[config.mk]
export PLATFORM = sky130hd
export DESIGN_NAME = cfg_read_gate
export DESIGN_NICKNAME = d
export VERILOG_FILES = /design/src/rtl/cfg_gate_pkg.sv /design/src/rtl/cfg_ctl_reg.sv /design/src/rtl/cfg_win_timer.sv /design/src/rtl/cfg_rd_mux.sv /design/src/rtl/cfg_read_gate.sv
export SDC_FILE = /design/constraint.sdc
export NUM_CORES = 1
export LEC_CHECK = 0
export ABC_CLOCK_PERIOD_IN_PS = 5500
export BUFFER_PORTS_ARGS = -buffer_cell sky130_fd_sc_hd__buf_2
export CORE_MARGIN = 3
export CORE_UTILIZATION = 32
export CTS_CLUSTER_DIAMETER = 60
export CTS_CLUSTER_SIZE = 8
export DETAILED_ROUTE_END_ITERATION = 10
export PLACE_DENSITY = 0.9
export SKIP_CTS_REPAIR_TIMING = 1
export SYNTH_ARGS = -nofsm -noshare
export SYNTH_HDL_FRONTEND = slang
export SYNTH_SLANG_ARGS = --single-unit
[constraint.sdc]
create_clock -name clk -period 5.5 [get_ports clk]
set_input_delay 0.55 -clock clk [delete_from_list [all_inputs] [get_ports clk]]
set_output_delay 0.55 -clock clk [all_outputs]
set_load 0.1 [all_outputs]
[src/rtl/cfg_gate_pkg.sv]
// Package: shared constants and types for the configuration read gate.
// Assumes an 8-bit control register and an 8-bit data path.
package cfg_gate_pkg;
    localparam int CTL_W   = 8;
    localparam int DATA_W  = 8;
    localparam int EN_POS  = 0;  // self-program enable bit
    localparam int SEL_POS = 3;  // lock-read select bit

    typedef enum logic [1:0] {
        SRC_FLASH = 2'd0,
        SRC_FUSE  = 2'd1,
        SRC_LOCK  = 2'd2,
        SRC_NONE  = 2'd3
    } rd_src_e;
endpackage

[src/rtl/cfg_ctl_reg.sv]
// Control register holding the two enable bits.
// Does: accepts software writes unless the EEPROM is busy, decodes an arming
// write, and drops both bits when the window is consumed or runs out.
// Assumes: drop is only asserted by the window timer while armed.
module cfg_ctl_reg
    import cfg_gate_pkg::*;
(
    input  logic             clk,
    input  logic             rst_n,
    input  logic             wr,
    input  logic [CTL_W-1:0] wdata,
    input  logic             ee_busy,
    input  logic             drop,
    output logic             arm_set,
    output logic             cancel,
    output logic [CTL_W-1:0] ctl_q
);
    logic en_q;
    logic sel_q;
    logic wr_ok;

    // Decode a write that is allowed and whether it arms the window.
    always_comb begin
        wr_ok   = wr && !ee_busy;
        arm_set = wr_ok && wdata[EN_POS] && wdata[SEL_POS];
        cancel  = wr_ok && !arm_set;
    end

    // Hold the two enable bits.
    always_ff @(posedge clk) begin
        if (!rst_n) begin
            en_q  <= 1'b0;
            sel_q <= 1'b0;
        end else if (wr_ok) begin
            en_q  <= arm_set;
            sel_q <= arm_set;
        end else if (drop) begin
            en_q  <= 1'b0;
            sel_q <= 1'b0;
        end
    end

    // Present the register; unimplemented bits read as zero.
    always_comb begin
        for (int i = 0; i < CTL_W; i++) begin
            ctl_q[i] = 1'b0;
        end
        ctl_q[EN_POS]  = en_q;
        ctl_q[SEL_POS] = sel_q;
    end

    // A blocked write never sets the bits.
    assert_busy_no_set_R4: assert property (@(posedge clk) disable iff (!rst_n)
        (wr && ee_busy && !en_q) |=> !en_q);

    // A blocked write never clears the bits unless the timer drops them.
    assert_busy_no_clear_R4: assert property (@(posedge clk) disable iff (!rst_n)
        (wr && ee_busy && en_q && !drop) |=> en_q);

    // Both bits always move together.
    assert_bits_paired_R2: assert property (@(posedge clk) disable iff (!rst_n)
        en_q == sel_q);
endmodule

[src/rtl/cfg_win_timer.sv]
// Window timer for a configuration read.
// Does: counts cycles 1.. after an arming edge and flags expiry when the load
// deadline or the store deadline passes unmet.
// Assumes: hit and st are only meaningful while active.
module cfg_win_timer #(
    parameter int LD_WIN = 3,
    parameter int ST_WIN = 4
) (
    input  logic clk,
    input  logic rst_n,
    input  logic arm_set,
    input  logic cancel,
    input  logic hit,
    input  logic st,
    output logic active,
    output logic consume,
    output logic expire
);
    localparam int MAXW = (LD_WIN > ST_WIN) ? LD_WIN : ST_WIN;
    localparam int CW   = $clog2(MAXW + 1);

    logic [CW-1:0] cnt_q;

    // Derive window state and the two ways it ends.
    always_comb begin
        active  = (cnt_q != '0);
        consume = active && (hit || st);
        expire  = active && (((cnt_q == CW'(LD_WIN)) && !hit) ||
                             ((cnt_q == CW'(ST_WIN)) && !st));
    end

    // Advance, restart or stop the cycle counter.
    always_ff @(posedge clk) begin
        if (!rst_n) begin
            cnt_q <= '0;
        end else if (arm_set) begin
            cnt_q <= CW'(1);
        end else if (cancel || consume || expire) begin
            cnt_q <= '0;
        end else if (active) begin
            cnt_q <= cnt_q + CW'(1);
        end
    end

    // The count never goes past the shorter deadline.
    assert_window_bound_R9: assert property (@(posedge clk) disable iff (!rst_n)
        cnt_q <= CW'((LD_WIN < ST_WIN) ? LD_WIN : ST_WIN));

    // A served load closes the window.
    assert_hit_closes_R8: assert property (@(posedge clk) disable iff (!rst_n)
        (active && hit && !arm_set) |=> (cnt_q == '0));

    // A store in the window closes it.
    assert_store_closes_R10: assert property (@(posedge clk) disable iff (!rst_n)
        (active && st && !arm_set) |=> (cnt_q == '0));

    // An arming write always restarts at cycle 1.
    assert_rearm_R12: assert property (@(posedge clk) disable iff (!rst_n)
        arm_set |=> (cnt_q == CW'(1)));
endmodule

[src/rtl/cfg_rd_mux.sv]
// Load data selector.
// Does: on a served configuration read, picks the fuse byte, the padded lock
// byte or all-ones by pointer value; otherwise passes the flash byte.
// Assumes: LOCK_W is between 1 and DATA_W.
module cfg_rd_mux
    import cfg_gate_pkg::*;
#(
    parameter int PTR_W  = 16,
    parameter int LOCK_W = 2
) (
    input  logic              hit,
    input  logic [PTR_W-1:0]  ptr,
    input  logic [DATA_W-1:0] flash_rdata,
    input  logic [DATA_W-1:0] fuse_lo,
    input  logic [LOCK_W-1:0] lock_bits,
    output logic [DATA_W-1:0] rd_data
);
    logic [DATA_W-1:0] lock_byte;
    rd_src_e           src;

    // Build the lock byte with the spare upper bits at one.
    generate
        if (LOCK_W < DATA_W) begin : g_pad
            assign lock_byte = {{(DATA_W-LOCK_W){1'b1}}, lock_bits};
        end else begin : g_full
            assign lock_byte = lock_bits;
        end
    endgenerate

    // Choose the data source from the pointer.
    always_comb begin
        if (!hit)                       src = SRC_FLASH;
        else if (ptr == PTR_W'(0))      src = SRC_FUSE;
        else if (ptr == PTR_W'(1))      src = SRC_LOCK;
        else                            src = SRC_NONE;
    end

    // Drive the returned byte.
    always_comb begin
        unique case (src)
            SRC_FUSE: rd_data = fuse_lo;
            SRC_LOCK: rd_data = lock_byte;
            SRC_NONE: rd_data = '1;
            default:  rd_data = flash_rdata;
        endcase
    end
endmodule

[src/rtl/cfg_read_gate.sv]
// Top of the timed configuration read gate.
// Does: ties the control register, the window timer and the load data
// selector together; a load is served only while armed and the EEPROM is idle.
// Assumes: strobes are single-cycle and synchronous to clk.
module cfg_read_gate
    import cfg_gate_pkg::*;
#(
    parameter int PTR_W  = 16,
    parameter int LOCK_W = 2,
    parameter int LD_WIN = 3,
    parameter int ST_WIN = 4
) (
    input  logic              clk,
    input  logic              rst_n,
    input  logic              ctl_wr,
    input  logic [CTL_W-1:0]  ctl_wdata,
    input  logic              ld_strobe,
    input  logic              st_strobe,
    input  logic [PTR_W-1:0]  ptr,
    input  logic              ee_busy,
    input  logic [DATA_W-1:0] flash_rdata,
    input  logic [DATA_W-1:0] fuse_lo,
    input  logic [LOCK_W-1:0] lock_bits,
    output logic [DATA_W-1:0] rd_data,
    output logic [CTL_W-1:0]  ctl_q
);
    logic arm_set;
    logic cancel;
    logic active;
    logic consume;
    logic expire;
    logic hit;
    logic drop;

    // A load is served only in an open window with the EEPROM idle.
    always_comb begin
        hit  = active && ld_strobe && !ee_busy;
        drop = consume || expire;
    end

    cfg_ctl_reg u_ctl (
        .clk     (clk),
        .rst_n   (rst_n),
        .wr      (ctl_wr),
        .wdata   (ctl_wdata),
        .ee_busy (ee_busy),
        .drop    (drop),
        .arm_set (arm_set),
        .cancel  (cancel),
        .ctl_q   (ctl_q)
    );

    cfg_win_timer #(
        .LD_WIN (LD_WIN),
        .ST_WIN (ST_WIN)
    ) u_timer (
        .clk     (clk),
        .rst_n   (rst_n),
        .arm_set (arm_set),
        .cancel  (cancel),
        .hit     (hit),
        .st      (st_strobe),
        .active  (active),
        .consume (consume),
        .expire  (expire)
    );

    cfg_rd_mux #(
        .PTR_W  (PTR_W),
        .LOCK_W (LOCK_W)
    ) u_mux (
        .hit         (hit),
        .ptr         (ptr),
        .flash_rdata (flash_rdata),
        .fuse_lo     (fuse_lo),
        .lock_bits   (lock_bits),
        .rd_data     (rd_data)
    );

    // The register bits and the timer agree on whether a window is open.
    assert_bits_track_window_R2: assert property (@(posedge clk) disable iff (!rst_n)
        ctl_q[EN_POS] == active);

    // With the bits clear, loads see flash.
    assert_flash_when_idle_R13: assert property (@(posedge clk) disable iff (!rst_n)
        !ctl_q[EN_POS] |-> (rd_data == flash_rdata));

    // While the EEPROM is busy, loads see flash.
    assert_busy_blocks_read_R11: assert property (@(posedge clk) disable iff (!rst_n)
        ee_busy |-> (rd_data == flash_rdata));
endmodule

Yosys cells after proc, flatten, opt, wreduce, memory -nomap -nowiden --
Index checks and enable logic that the tools add are counted.
Word-level totals: flip-flop bits (word level) 4, input port bits 48, output and inout bits 16, logic and storage cells 44
Operators by class: add/sub/neg operators 1, equality and inequality tests 6, multiplexer cells 9, bitwise gates (word level) 1, reductions and logical operators 24
Operators by type and width (count):
- one-hot mux 8 bit (3 select lines) | 1
- equality test 16 x 1 -> 1 bit, second input constant | 1
- logical NOT 16 bit | 1
- logical AND 1 bit | 10
- 2-to-1 mux 1 bit | 6
- nonzero test 3 bit | 2
- logical OR 1 bit | 5
- equality test 2 bit, second input constant | 2
- logical NOT 1 bit | 4
- 2-to-1 mux 2 bit | 2
- adder 3 x 1 -> 3 bit, second input constant | 1
- equality test 3 x 2 -> 1 bit, second input constant | 1
- equality test 3 bit, second input constant | 1
- OR reduction 3 bit | 1
- equality test 2 x 1 -> 1 bit, second input constant | 1
- nonzero test 2 bit | 1
- NOT 1 bit | 1

Depth between registers and ports, before layout --
Gate-level depths: netlist of run 1.
word-level depth 10, gate-level depth with buffers 7, mapped depth without buffers 6

Cells and area by module --
A second synthesis of run 1 with hierarchy kept.
Unflattened totals: cells, all modules 77, area, all modules 601.8 um^2
Modules (own cells, without submodules):
- cfg_win_timer | instances 1, cells each 27, area an instance 270.3 um^2
- cfg_rd_mux | instances 1, cells each 32, area an instance 190.2 um^2
- cfg_ctl_reg | instances 1, cells each 16, area an instance 126.4 um^2
- cfg_read_gate | instances 1, cells each 2, area an instance 15.0 um^2

Worst setup path after synthesis of run 1 --
OpenSTA, ideal clock, no wires.
path type register -> output, start point reg u_timer.cnt_q[0], end point out rd_data[2], arrival time 2.006 ns, required time 4.950 ns, path slack 2.944 ns, cell stages (with the launch flop) 7, buffers on the path 1, cell sequence dfxtp_1 > inv_1 > ha_1 > nor2b_4 > buf_6 > nor3b_4 > o32a_1
Between the ends: longest elaborated chain between the ends 6, elaborated cells between the ends (all ways) 8, classes of those cells eq/ne: 3; mux: 2; reduce/logical: 3
Ends and longest elaborated chain:
- start, declared | line cfg_win_timer.sv:22 | logic [CW-1:0] cnt_q;
- start signal, assigned | line cfg_win_timer.sv:41 | cnt_q <= cnt_q + CW'(1);
- nonzero test 3 bit * | line cfg_win_timer.sv:26 | active = (cnt_q != '0);
- logical AND 1 bit * (2 in a row) | line cfg_read_gate.sv:37 | hit = active && ld_strobe && !ee_busy;
- 2-to-1 mux 2 bit * | line cfg_rd_mux.sv:32 | if (!hit) src = SRC_FLASH;
- equality test 2 bit or equality test 2 x 1 -> 1 bit (tied branches) | line cfg_rd_mux.sv:40 | unique case (src)
- one-hot mux 8 bit (3 select lines) * | line cfg_rd_mux.sv:40
- end, declared | line cfg_read_gate.sv:24 | output logic [DATA_W-1:0] rd_data,
Every way passes the cells marked *; elsewhere a longest branch is shown, timed or not.

Final worst setup path of run 1 --
Same ends and word-level chain as after synthesis.

==> metrics.csv, run 1 <==
stage,metric,value,unit
status,status,finished clean,
setup_path,slowest_delay,0.39,ns
synth,syn_area_per_cell,8.83,um2
floorplanning,die_area,1960,um2
setup_path,worstReg2RegEnd,u_timer.cnt_q[0],
synth,yosys_warnings,0,
placed_design,gp_congestion,0.823,
clocking,cts-buffers-inserted,3,
power,power.density,229,nW/um2
route,drc_errors,0,
power,p_sw_frac,0.506,
timing,fin_crit_sh,0.513,
power,p_leak,0.378,nW
setup_path,cpMaxStageDelayCell,nor3b_4,
floorplanning,initial_utilization,0.351,
power,p_int,0.0000802,W
timing,skew,0.000524,ns
route,vias,588,
route,drt.antenna.violating_nets,0,
synth,syn_area,468,um2
floorplanning,boundaryPins,64,
timing,finalSetupViolations,0,
layout,fin_nets,155,
clocking,cts-root-buf,clkbuf_4,
synth,yosysTopAreaCellShare,0.171,
floorplanning,coreArea,1330,um2
setup_path,arrival,2.27,ns
floorplanning,die_x,44.2,um
power,switchingPower,0.0000822,W
route,wl,1380,um
route,firstDrtPassIters,2,
layout,mostFrequentLayoutCell,buf_2,
synth,syn_inst,53,
layout,multiInputGateArea,320,um2
worst_hold_path,min_delay_path_depth,2,
timing,drv_slew,0,
worst_hold_path,hold_path.class,reg2reg,
setup_path,r2r_start,u_timer.cnt_q[0],
layout,nFillCells,138,
global_routing,track_usage,0.141,
setup_path,rr_worst_depth,6,
synth,synthTopCellsByArea,"dfxtp_1 17%, o32a_1 13%, buf_4 13%",
synth,ys_ff_latch,4,
layout,final_cell_mix,"51 x buf_2, 6 x o32a_1, 6 x conb_1, 4 x nor4_1, 4 x dfxtp_1",
timing,post-route-min-period,2.82,ns
power,p_comb_frac,0.588,
setup_path,critPathBufInv,2,
global_routing,grt_pass1_vias,579,
floorplanning,rows,13,
timing,totalNegativeSetupSlack,0,ns
floorplanning,die_y,44.2,um
synth,ys_seq_area_frac,0.171,
setup_path,end_kind,primary output,
clocking,clkSlewWorstSetupHoldPaths,0.04,ns
timing,grt_setup_unrepaired,no,
clocking,cts_tree,done,
power,power_frac_clock,0.217,
layout,drive_gt1_frac,0.578,
power,power,0.000162,W
setup_path,cp_top_family,simple AND/OR/NAND/NOR gates,
setup_path,path_cells,"inv_1, ha_1, nor2b_4, nor3b_4, nand3_2, o32a_1, buf_2",
worst_hold_path,hp-start,u_ctl.en_q,
setup_path,required,4.95,ns
global_routing,grt_overflow_total,0,
layout,regArea,80.1,um2
layout,synthToLayoutAreaGrowth,51.3,%
synth,yosys.area.top_type,dfxtp_1,
setup_path,critPathKind,reg2out,
timing,final_hold_viol_count,0,
power,pwr-share-seq,0.195,
global_routing,grt_pass1_wl,2070,um
setup_path,r2r_setup_slack,3.83,ns
timing,fmax,355,MHz
setup_path,path_max_fanout,10,
clocking,cts.sinks,4,
placed_design,portBuffers,51,
setup_path,start_kind,register,
clocking,htreeDepth,1,
synth,ys_types,27,
placed_design,dpl.hpwl,1290,um
route,wl_per_cell,11.8,um
clocking,clock_latency,0.23,ns
power,peakVddDrop,146,uV
global_routing,grt_max_degree,11,
global_routing,antenna_found_initial,0,
clocking,clk_path_buf_depth,2,
route,drtIter0Drc,1,
layout,diodes,0,
worst_hold_path,whs_endpoint,u_ctl.en_q,
run,drv_cap,0,
route,via_per_inst,5.03,
-- flip-flops by register name (all words and copies together), names as in the netlist --
name           flops
u_ctl.en_q         1
u_timer.cnt_q      3
-- layout make-up --
type,count,area share
timing repair buffer,51,0.360
multi-input combinational,41,0.452
inverter,3,0.0159
tap,15,0.0265
clock buffer,3,0.0318
sequential,4,0.113
-- power groups by stage --
stage	combinational, W	clock (W)	sequential, W
after floorplan	0.0000810	0	0.0000318
after global placement	0.0000940	0	0.0000320
after detailed placement	0.0000958	0	0.0000321
after CTS	0.0000960	0.0000364	0.0000317
after global routing	0.000100	0.0000373	0.0000318
final	0.0000955	0.0000352	0.0000317
-- stage by stage --
| stage | area (um2) | util | setup slack, ns | hold WS (ns) | std cells |
|---|---|---|---|---|---|
| after detailed placement | 686 | 0.514 | 2.88 | 0.471 | 114 |
| final | 708 | 0.531 | 2.68 | 0.470 | 117 |
| after global placement | 686 | 0.514 | 2.95 | 0.458 | 114 |
| after floorplan | 487 | - | 2.94 | 0.450 | 58 |
| after CTS | 708 | 0.531 | 2.63 | 0.476 | 117 |
| after global routing | 708 | 0.531 | 2.52 | 0.527 | 117 |
-- synth_stat cells --
library cell  number
nor2_1             1
conb_1             1
nand2_1            1
nand4_1            1
mux2_2             2
nor3_1             3
nor2b_1            1
nor2b_4            1
o31ai_1            1
buf_1              1
a21oi_1            1
inv_1              3
o22a_1             2
ha_1               3
mux2i_1            1
nand3_2            1
xnor2_1            1
buf_4              8
o32a_1             6
nand2b_1           1
nor3b_4            1
o21ai_0            1
buf_6              1
and3_1             1
dfxtp_1            4
or3b_1             1
nor4_1             4
-- how the worst max path moves through the flow --
stage | from | endpoint | slack (ns) | depth (start not counted)
detailed placement | u_timer.cnt_q[0] | rd_data[2] | 2.88 | 7
CTS | u_timer.cnt_q[0] | rd_data[2] | 2.63 | 7
global placement | u_timer.cnt_q[0] | rd_data[3] | 2.95 | 7
floorplan | u_timer.cnt_q[0] | rd_data[2] | 2.94 | 6
global route | u_timer.cnt_q[0] | rd_data[3] | 2.52 | 7
finish | u_timer.cnt_q[0] | rd_data[2] | 2.68 | 7
-- worst min-delay path: cells and delay by family, from the launching register on --
kind	cells	cell delay (ns)
AND/OR/NAND/NOR	1	0.05
flip-flops	1	0.31
AO/OA/AOI/OAI	1	0.06
-- cell families after synthesis --
| group | after synthesis | share of synthesized area |
|---|---|---|
| buffers and inverters | 13 | 0.184 |
| adders and majority gates | 3 | 0.0802 |
| muxes | 3 | 0.0695 |
| xor gates and xnor gates | 1 | 0.0187 |
| AOI/OAI and AO/OA | 11 | 0.203 |
| and+or+nand+nor | 17 | 0.265 |
| other | 1 | 0.00801 |
| DFF | 4 | 0.171 |
-- metal layers --
| metal | vias up | global-route usage | part of all wire |
|---|---|---|---|
| met2 | 42 | 0.282 | 0.55 |
| li1 | 285 | - | - |
| met4 | 0 | 0.0663 | 0.0087 |
| met1 | 259 | 0.129 | 0.32 |
| met5 | - | 0 | 0 |
| met3 | 2 | 0.0325 | 0.12 |
(Power assumes the default switching activity.)
==> run 2, diff against run 1 <==
--- a/config.mk
+++ b/config.mk
@@ -5,14 +5,14 @@
 export SDC_FILE = /design/constraint.sdc
 export NUM_CORES = 1
 export LEC_CHECK = 0
-export ABC_CLOCK_PERIOD_IN_PS = 5500
+export ABC_CLOCK_PERIOD_IN_PS = 2500
 export BUFFER_PORTS_ARGS = -buffer_cell sky130_fd_sc_hd__buf_2
 export CORE_MARGIN = 3
-export CORE_UTILIZATION = 32
+export CORE_UTILIZATION = 27
 export CTS_CLUSTER_DIAMETER = 60
 export CTS_CLUSTER_SIZE = 8
 export DETAILED_ROUTE_END_ITERATION = 10
-export PLACE_DENSITY = 0.9
+export PLACE_DENSITY = 0.82
 export SKIP_CTS_REPAIR_TIMING = 1
 export SYNTH_ARGS = -nofsm -noshare
 export SYNTH_HDL_FRONTEND = slang
==> constraint.sdc (replaced) <==
create_clock -name clk -period 2.5 [get_ports clk]
set_input_delay 0.25 -clock clk [delete_from_list [all_inputs] [get_ports clk]]
set_output_delay 0.25 -clock clk [all_outputs]
set_load 0.1 [all_outputs]
==> run 2 against run 1 <==
Effect of this change: sequential share of layout area fell by 0.14 points; hold slack got worse by 0.17 ns; routed wire length up 1.0%; non-clock buffer count is 1 higher; largest cell class unchanged; highest routed layer unchanged.
==> metrics.csv, run 2 (same netlist as run 1, synthesis figures left out) <==
stage,metric,value,unit
floorplanning,die_x,47.6,um
global_routing,track_usage,0.131,
floorplanning,rows,14,
route,drtIter0Drc,6,
setup_path,path_max_fanout,8,
layout,post-route-util,0.455,
power,p_leak,0.383,nW
placed_design,portBuffers,51,
timing,final_hold_viol_count,0,
power,p_int,0.000178,W
layout,final_cell_mix,"51 x buf_2, 6 x o32a_1, 6 x conb_1, 4 x nor4_1, 4 x dfxtp_1",
route,drc_errors,0,
global_routing,grt_pass1_vias,553,
clocking,cts-buffers-inserted,3,
timing,grt_setup_unrepaired,no,
route,drt.antenna.violating_nets,0,
clocking,cts_tree,done,
route,via_per_inst,4.86,
power,switchingPower,0.000185,W
floorplanning,initial_utilization,0.297,
global_routing,grt_overflow_total,0,
layout,mostFrequentLayoutCell,buf_2,
global_routing,grt_pass1_wl,2050,um
run,drv_cap,0,
floorplanning,coreArea,1580,um2
timing,post-route-min-period,2.27,ns
worst_hold_path,hp-start,ctl_wdata[0],
route,firstDrtPassIters,4,
floorplanning,die_area,2270,um2
timing,finalSetupViolations,0,
power,power,0.000362,W
placed_design,gp_congestion,0.611,
timing,fmax,440,MHz
placed_design,dpl.hpwl,1250,um
layout,diodes,0,
setup_path,arrival,2.02,ns
setup_path,required,2.25,ns
clocking,cts-root-buf,clkbuf_4,
route,wl_per_cell,11.7,um
layout,reg_top3,"u_timer.cnt_q (3), u_ctl.en_q (1)",
floorplanning,boundaryPins,64,
power,p_comb_frac,0.583,
clocking,cts.sinks,4,
timing,fin_crit_sh,0.908,
power,peakVddDrop,258,uV
layout,largest_reg_flops,3,
route,wl,1390,um
setup_path,startpoint,u_timer.cnt_q[0],
timing,whs,0.298,ns
route,vias,578,
layout,synthToLayoutAreaGrowth,53.2,%
layout,drive_gt1_frac,0.583,
global_routing,grt_max_degree,10,
layout,fin_nets,156,
timing,totalNegativeSetupSlack,0,ns
placed_design,place_ws,0.468,ns
layout,regMostFlops,u_timer.cnt_q,
status,status,finished clean,
power,power_frac_clock,0.225,
clocking,clock_latency,0.24,ns
power,power.density,505,nW/um2
floorplanning,die_y,47.6,um
setup_path,critPathKind,reg2out,
setup_path,cpMaxStageDelayCell,dfxtp_1,
timing,setup_slack,0.229,ns
setup_path,end_kind,primary output,
global_routing,antenna_found_initial,0,
setup_path,r2r_start,u_timer.cnt_q[0],
power,pwr-share-seq,0.192,
setup_path,slowest_delay,0.33,ns
clocking,htreeDepth,1,
clocking,clk_path_buf_depth,2,
clocking,clkSlewWorstSetupHoldPaths,0.04,ns
setup_path,start_kind,register,
timing,drv_slew,0,
power,p_sw_frac,0.510,
worst_hold_path,hold_path.class,in2reg,
setup_path,path_cells,"inv_1, ha_1, nor2b_4, nor3b_4, nand3_2, o32a_1, buf_2",
timing,skew,0.00807,ns
run 2: worst paths after layout:
path,to,slack [ns],depth (start not counted)
setup / recovery,rd_data[7],0.23,7
hold / removal,u_timer.cnt_q[0],0.30,3
setup reg to reg,u_timer.cnt_q[2],0.69,7
hold reg to reg,u_ctl.en_q,0.50,2
run 2: final cells by class:
type                    instances  area [um2]
flip-flops and latches          4        80.1
fillers                       161         860
multi-input cells              41         320
clock buffers                   3        22.5
inverters                       3        11.3
repair buffers                 52         263
well taps                      16        20.0
run 2: power by group through the flow:
| stage | Clock (W) | Combinational (W) | Sequential, W |
|---|---|---|---|
| floorplan | 0 | 0.000178 | 0.0000699 |
| global placement | 0 | 0.000208 | 0.0000703 |
| detailed placement | 0 | 0.000212 | 0.0000705 |
| CTS | 0.0000839 | 0.000212 | 0.0000696 |
| global route | 0.0000883 | 0.000222 | 0.0000698 |
| finish | 0.0000815 | 0.000211 | 0.0000696 |
run 2: through the flow:
stage / area [um2] / cells
3_3_place_gp: 694 / 116
5_1_grt: 717 / 119
2_1_floorplan: 487 / 58
4_1_cts: 717 / 119
6_report: 717 / 119
3_5_place_dp: 694 / 116
run 2: layer usage:
metal	GRT usage	up-vias	share of wire
li1	-	288	-
met1	0.104	255	0.32
met2	0.267	31	0.57
met3	0.0263	4	0.086
met4	0.0968	0	0.030
met5	0	-	0
run 2: worst max-delay path, delay by kind of cell (launching register included):
kind	cells	cell delay, ns
simple gates	3	0.54
buf+inv	2	0.36
flops	1	0.33
compound gates	1	0.33
fa+ha+maj	1	0.21
